<file path="config.mk">
export PLATFORM = sky130hd
export DESIGN_NAME = fcinit_ctrl
export DESIGN_NICKNAME = d
export VERILOG_FILES = /design/src/rtl/fcinit_pkg.sv /design/src/rtl/fcinit_seq.sv /design/src/rtl/fcinit_txsched.sv /design/src/rtl/fcinit_capture.sv /design/src/rtl/fcinit_ctrl.sv
export SDC_FILE = /design/constraint.sdc
export NUM_CORES = 1
export LEC_CHECK = 0
export ABC_CLOCK_PERIOD_IN_PS = 1500
export BUFFER_PORTS_ARGS = -buffer_cell sky130_fd_sc_hd__buf_4
export CAP_MARGIN = 20
export CORE_ASPECT_RATIO = 0.8
export CORE_MARGIN = 2
export CORE_UTILIZATION = 39
export DETAILED_ROUTE_END_ITERATION = 7
export PLACE_DENSITY = 0.77
export SLEW_MARGIN = 0
export SYNTH_ARGS = -nofsm -noshare
export SYNTH_HDL_FRONTEND = slang
export SYNTH_SLANG_ARGS = --single-unit
</file>
<file path="constraint.sdc">
create_clock -name clk -period 1.5 [get_ports clk]
set_input_delay 0.225 -clock clk [delete_from_list [all_inputs] [get_ports clk]]
set_output_delay 0.225 -clock clk [all_outputs]
set_load 0.005 [all_outputs]
</file>
<file path="src/rtl/fcinit_pkg.sv">
package fcinit_pkg;
  localparam int unsigned NUM_CAT = 3;
  localparam int unsigned CAT_W   = 2;

  typedef enum logic [1:0] {
    ST_IDLE  = 2'd0,
    ST_ADV   = 2'd1,
    ST_CONF  = 2'd2,
    ST_UP    = 2'd3
  } dl_state_e;

  localparam logic [1:0] KIND_ADV  = 2'b01;
  localparam logic [1:0] KIND_CONF = 2'b10;

  localparam logic [CAT_W-1:0] CAT_POST = 2'd0;
  localparam logic [CAT_W-1:0] CAT_NONP = 2'd1;
  localparam logic [CAT_W-1:0] CAT_CPL  = 2'd2;
endpackage

</file>
<file path="src/rtl/fcinit_seq.sv">
module fcinit_seq
  import fcinit_pkg::*;
(
  input  logic      clk,
  input  logic      rst_n,
  input  logic      link_up,
  input  logic      all_got,
  input  logic      round_done,
  input  logic      confirm_seen,
  output dl_state_e state_o
);
  dl_state_e state_q, state_d;

  always_comb begin
    state_d = state_q;
    if (!link_up) begin
      state_d = ST_IDLE;
    end else begin
      unique case (state_q)
        ST_IDLE: state_d = ST_ADV;
        ST_ADV:  if (round_done && all_got) state_d = ST_CONF;
        ST_CONF: if (confirm_seen) state_d = ST_UP;
        ST_UP:   state_d = ST_UP;
        default: state_d = ST_IDLE;
      endcase
    end
  end

  always_ff @(posedge clk) begin
    if (!rst_n) state_q <= ST_IDLE;
    else        state_q <= state_d;
  end

  assign state_o = state_q;
endmodule

</file>
<file path="src/rtl/fcinit_txsched.sv">
module fcinit_txsched
  import fcinit_pkg::*;
#(
  parameter int unsigned HDR_W = 8,
  parameter int unsigned DAT_W = 12
) (
  input  logic                       clk,
  input  logic                       rst_n,
  input  dl_state_e                  state,
  input  logic                       tx_ready,
  input  logic [NUM_CAT*HDR_W-1:0]   loc_hdr_cr,
  input  logic [NUM_CAT*DAT_W-1:0]   loc_dat_cr,
  output logic                       tx_valid,
  output logic                       tx_phase,
  output logic [CAT_W-1:0]           tx_cat,
  output logic [HDR_W-1:0]           tx_hdr_cr,
  output logic [DAT_W-1:0]           tx_dat_cr,
  output logic                       round_done
);
  logic [CAT_W-1:0] cur_q;
  logic             sending;
  logic             accept;
  logic [HDR_W-1:0] hdr_lane [NUM_CAT];
  logic [DAT_W-1:0] dat_lane [NUM_CAT];

  for (genvar c = 0; c < NUM_CAT; c++) begin : g_lane
    assign hdr_lane[c] = loc_hdr_cr[c*HDR_W +: HDR_W];
    assign dat_lane[c] = loc_dat_cr[c*DAT_W +: DAT_W];
  end

  assign sending    = (state == ST_ADV) || (state == ST_CONF);
  assign accept     = sending && tx_ready;
  assign round_done = accept && (cur_q == CAT_CPL);

  always_ff @(posedge clk) begin
    if (!rst_n || !sending) begin
      cur_q <= CAT_POST;
    end else if (accept) begin
      cur_q <= (cur_q == CAT_CPL) ? CAT_POST : cur_q + 2'd1;
    end
  end

  always_comb begin
    tx_hdr_cr = hdr_lane[0];
    tx_dat_cr = dat_lane[0];
    unique case (cur_q)
      CAT_NONP: begin
        tx_hdr_cr = hdr_lane[1];
        tx_dat_cr = dat_lane[1];
      end
      CAT_CPL: begin
        tx_hdr_cr = hdr_lane[2];
        tx_dat_cr = dat_lane[2];
      end
      default: ;
    endcase
  end

  assign tx_valid = sending;
  assign tx_phase = (state == ST_CONF);
  assign tx_cat   = cur_q;
endmodule

</file>
<file path="src/rtl/fcinit_capture.sv">
module fcinit_capture
  import fcinit_pkg::*;
#(
  parameter int unsigned HDR_W = 8,
  parameter int unsigned DAT_W = 12
) (
  input  logic                     clk,
  input  logic                     rst_n,
  input  logic                     link_up,
  input  logic                     cap_en,
  input  logic [CAT_W-1:0]         rx_cat,
  input  logic [HDR_W-1:0]         rx_hdr_cr,
  input  logic [DAT_W-1:0]         rx_dat_cr,
  output logic [NUM_CAT-1:0]       got,
  output logic [NUM_CAT*HDR_W-1:0] ptr_hdr_cr,
  output logic [NUM_CAT*DAT_W-1:0] ptr_dat_cr
);
  for (genvar c = 0; c < NUM_CAT; c++) begin : g_cat
    logic             hit;
    logic             got_q;
    logic [HDR_W-1:0] hdr_q;
    logic [DAT_W-1:0] dat_q;

    assign hit = cap_en && (rx_cat == CAT_W'(c));

    always_ff @(posedge clk) begin
      if (!rst_n || !link_up) begin
        got_q <= 1'b0;
        hdr_q <= '0;
        dat_q <= '0;
      end else if (hit) begin
        got_q <= 1'b1;
        hdr_q <= rx_hdr_cr;
        dat_q <= rx_dat_cr;
      end
    end

    assign got[c]                      = got_q;
    assign ptr_hdr_cr[c*HDR_W +: HDR_W] = hdr_q;
    assign ptr_dat_cr[c*DAT_W +: DAT_W] = dat_q;
  end
endmodule

</file>
<file path="src/rtl/fcinit_ctrl.sv">
module fcinit_ctrl
  import fcinit_pkg::*;
#(
  parameter int unsigned HDR_W = 8,
  parameter int unsigned DAT_W = 12
) (
  input  logic                     clk,
  input  logic                     rst_n,
  input  logic                     link_up,
  input  logic                     rx_valid,
  input  logic [1:0]               rx_kind,
  input  logic [1:0]               rx_cat,
  input  logic [HDR_W-1:0]         rx_hdr_cr,
  input  logic [DAT_W-1:0]         rx_dat_cr,
  input  logic                     rx_tlp,
  input  logic [3*HDR_W-1:0]       loc_hdr_cr,
  input  logic [3*DAT_W-1:0]       loc_dat_cr,
  output logic                     tx_valid,
  input  logic                     tx_ready,
  output logic                     tx_phase,
  output logic [1:0]               tx_cat,
  output logic [HDR_W-1:0]         tx_hdr_cr,
  output logic [DAT_W-1:0]         tx_dat_cr,
  output logic [2:0]               ptr_valid,
  output logic [3*HDR_W-1:0]       ptr_hdr_cr,
  output logic [3*DAT_W-1:0]       ptr_dat_cr,
  output logic                     link_active,
  output logic [1:0]               dl_state
);
  dl_state_e state;
  logic      round_done;
  logic      all_got;
  logic      confirm_seen;
  logic      cap_en;

  // Partner advertisements are recorded only in the first phase.
  assign cap_en       = rx_valid && (rx_kind == KIND_ADV) && (state == ST_ADV);
  assign confirm_seen = (rx_valid && (rx_kind == KIND_CONF)) || rx_tlp;
  assign all_got      = &ptr_valid;

  fcinit_seq u_seq (
    .clk          (clk),
    .rst_n        (rst_n),
    .link_up      (link_up),
    .all_got      (all_got),
    .round_done   (round_done),
    .confirm_seen (confirm_seen),
    .state_o      (state)
  );

  fcinit_txsched #(.HDR_W(HDR_W), .DAT_W(DAT_W)) u_tx (
    .clk        (clk),
    .rst_n      (rst_n),
    .state      (state),
    .tx_ready   (tx_ready),
    .loc_hdr_cr (loc_hdr_cr),
    .loc_dat_cr (loc_dat_cr),
    .tx_valid   (tx_valid),
    .tx_phase   (tx_phase),
    .tx_cat     (tx_cat),
    .tx_hdr_cr  (tx_hdr_cr),
    .tx_dat_cr  (tx_dat_cr),
    .round_done (round_done)
  );

  fcinit_capture #(.HDR_W(HDR_W), .DAT_W(DAT_W)) u_cap (
    .clk        (clk),
    .rst_n      (rst_n),
    .link_up    (link_up),
    .cap_en     (cap_en),
    .rx_cat     (rx_cat),
    .rx_hdr_cr  (rx_hdr_cr),
    .rx_dat_cr  (rx_dat_cr),
    .got        (ptr_valid),
    .ptr_hdr_cr (ptr_hdr_cr),
    .ptr_dat_cr (ptr_dat_cr)
  );

  assign link_active = (state == ST_UP);
  assign dl_state    = state;
endmodule

</file>
==> reports/qor.yml <==
worst_setup_path:
  crit_buf_inv: 4
  required_ns: 1.27
  cp-end-kind: "output pin"
  cp_common_cell: "buf_4"
  critPathLaunchType: "flip-flop"
  crit_slowest_cell: "dfxtp_2"
  cp.arrival_ns: 1.75
  crit_chain: "inv_4 -> ha_4 -> clkbuf_16 -> buf_4 -> a22oi_2 -> a21oi_1 -> buf_4"
  path_max_fanout: 4
  r2r_slack_ns: -0.20
  cp_top_family: "buffers and inverters"
  path_class: "flip-flop to output pin"
  cpPeakStageDelay_ns: 0.37
sta:
  holdWs_ns: 0.134
  post-route-period-util_pct: 132
  finalHoldViolCount: 0
  layout_setup_ws_ns: -0.477
  period_needed_ns: 1.98
  rsz0062_at_grt: "true"
  slew_viol_final: 0
  worstMarginPinSlew_ns: 0.373
  timing.fmax_mhz: 506
  slew_headroom_pct: 75.1
  finalClockSkew_ns: 0.00719
  setup_viol: 83
die:
  core_area_um2: 7320
  design.die.area_um2: 8160
  io_pins: 180
  dieWidth_um: 101
  num_rows: 28
  start_util_pct: 39.7
  die_h_um: 81.2
synth:
  synth-xor-area-share_pct: 0
  muxShareOfSynthArea_pct: 7.58
  synth_warnings: 0
  syn_area_per_cell_um2: 8.12
  syn-num-nets: 457
  ys_seq_area_share_pct: 46.1
  ys_ff_latch: 67
  synth_fa_ha_area_share_pct: 3.87
  synth-compound-area-share_pct: 16.8
  ys_types: 23
  yosys.area_share.simple_pct: 20.3
  synth_area_um2: 2910
  synth_top_family_by_area: "simple AND/OR/NAND/NOR gates"
  syn_inst: 358
placement:
  io_buffers: 179
  postPlaceCellArea_um2: 4470
  place_congestion: 0.860
  dpl.hpwl_mm: 7.41
  dp.cells: 621
routing:
  wl_per_cell_um: 20.3
  postRouteAntennaNets: 0
  dr.pass1.iters: 5
  drc_errors: 0
  num_vias: 3731
  finalWirelength_mm: 13.7
  via_per_inst: 5.55
  drt_iter0_drc: 188
power_and_ir_drop:
  clock_power_share_pct: 42.2
  combPwrFrac_pct: 17.7
  switching_share_pct: 24.9
  powerDensity_nw_per_um2: 744
  ir_worst_vdd_mv: 0.500
  netSwitchingPower_uw: 1110
  p_leak_uw: 0.00249
  seqPwrFrac_pct: 40.1
  p_int_uw: 3360
cts:
  numCtsBuffers: 9
  cts_buffer_depth: 2
  clock_sink_count: 67
  clk_latency_ns: 0.35
  root_buffer: "clkbuf_8"
  path_clk_slew_ns: 0.08
  cts_tree: "yes"
  h-tree-depth: 3
cells_and_area:
  final_core_util_pct: 82.1
  n_antenna_cell: 0
  fin_cells: 672
  finalNetCount: 676
  fin_area_um2: 6010
  syn2layout_area_growth_pct: 107
  final_layout_size_suffix_gt1_share_pct: 70.3
hold_path:
  worstHoldPathType: "primary input to flip-flop"
grt:
  grt_pass1_wl_mm: 17.5
  grt_max_degree: 66
  grt_antenna_before_repair: 0
  track_usage_pct: 28.3
  grt_pass1_vias: 3464
  gr-total-overflow: 0
status:
  violations: "setup timing"
  status: "finished with violations"
job:
  max_cap_viol_count: 0
cells by family after synthesis:
family,count (synthesis)
AO/OA/AOI/OAI,86
adder cells (fa/ha/maj),9
AND/OR/NAND/NOR,142
buffers and inverters,32
flip-flops,67
multiplexers,22
state kept, by name (all words and copies together), names as in the netlist:
signal and count:
u_seq.state_o 2, u_cap.g_cat.got_q 3, u_cap.g_cat.hdr_q 24, u_cap.g_cat.dat_q 36, u_tx.tx_cat 2
synth_stat cells:
master / instances / share of area [%]
a21oi_1: 62 / 11
a22oi_1: 20 / 5.2
a31o_2: 2 / 0.60
buf_1: 2 / 0.26
buf_2: 6 / 1.0
buf_4: 3 / 0.77
buf_6: 2 / 0.77
clkbuf_1: 15 / 1.9
dfxtp_1: 67 / 46
ha_1: 9 / 3.9
inv_1: 4 / 0.52
mux2i_1: 22 / 7.6
nand2_1: 84 / 11
nand4_1: 1 / 0.22
nand4b_4: 1 / 0.82
nor2_1: 50 / 6.5
nor2b_1: 1 / 0.22
nor3_1: 1 / 0.17
nor3b_2: 1 / 0.43
nor3b_4: 1 / 0.65
o21ai_0: 2 / 0.34
or3_1: 1 / 0.22
or3b_1: 1 / 0.30
stage by stage:
| step | total power, uW | setup TNS [ns] | worst slack (ns) |
|---|---|---|---|
| floorplan | 2000 | 0 | 0.00325 |
| global placement | 2380 | -1.43 | -0.0339 |
| detailed placement | 2390 | -4.00 | -0.105 |
| CTS | 4340 | -11.71 | -0.294 |
| global route | 4610 | -19.27 | -0.498 |
| finish | 4470 | -13.13 | -0.477 |
power by group through the flow:
stage / Combinational (uW) / Sequential, uW / Clock (uW)
2_1_floorplan: 164 / 1840 / 0
3_3_place_gp: 547 / 1830 / 0
4_1_cts: 664 / 1790 / 1880
3_5_place_dp: 555 / 1830 / 0
6_report: 793 / 1790 / 1880
5_1_grt: 828 / 1790 / 1990
repair_timing:
| action | 4_1_cts | 5_1_grt |
|---|---|---|
| endpoints found under the setup margin | 79 | 86 |
| resized for setup | 132 | 115 |
| gates cloned | 11 | 4 |
| setup buffers | 16 | 10 |
| hold buffers | 0 | 0 |
| pin swaps | 71 | 49 |
worst min-delay path: stages:
cell,delay (ns)
buf_4,0.13
nand2_2,0.05
a21oi_2,0.04
layout make-up:
| cell class | count | area, um2 |
|---|---|---|
| clock buffer | 10 | 138 |
| clock inverter | 6 | 113 |
| fill | 412 | 1310 |
| inverter | 4 | 22.5 |
| multi-input combinational | 259 | 2160 |
| sequential | 67 | 1350 |
| tap | 90 | 113 |
| timing repair buffer | 236 | 2110 |
cell usage in the layout, fill, tap and decap left out, types with 2 or more instances in the layout:
cell       synthesis  layout
a21oi_1           62       8
a21oi_2            0      54
a22oi_2            0      20
a31o_2             2       2
buf_12             0       9
buf_16             0       3
buf_4              3     195
buf_6              2      18
buf_8              0       7
bufinv_16          0       3
clkbuf_16          0       3
clkbuf_8           0      10
clkinv_4           0       2
dfxtp_1           67      63
dfxtp_2            0       3
ha_1               9       2
ha_2               0       2
ha_4               0       5
inv_4              0       3
mux2i_1           22      19
mux2i_2            0       3
nand2_1           84      44
nand2_2            0       6
nand2_4            0      34
nor2_1            50      32
nor2_2             0      12
nor2_4             0       6
nor3b_4            1       2
layer usage:
layer	vias to the layer above	share of wire (%)	GRT usage, %
met4	0	6.1	15.3
li1	1642	-	-
met1	1765	34	29.7
met5	-	0	0
met2	257	53	52.9
met3	67	6.7	6.63
path summary, 6_finish.rpt:
kind                           start                        to  cells past startpoint
min                     rx_hdr_cr[7]   u_cap.g_cat[0].hdr_q[7]                      3
min reg2reg  u_cap.g_cat[0].dat_q[4]   u_cap.g_cat[0].dat_q[4]                      2
max                   u_tx.tx_cat[0]              tx_dat_cr[1]                      7
max reg2reg         u_seq.state_o[1]  u_cap.g_cat[2].dat_q[10]                      8
No activity file was read; power rests on OpenSTA's default activity.
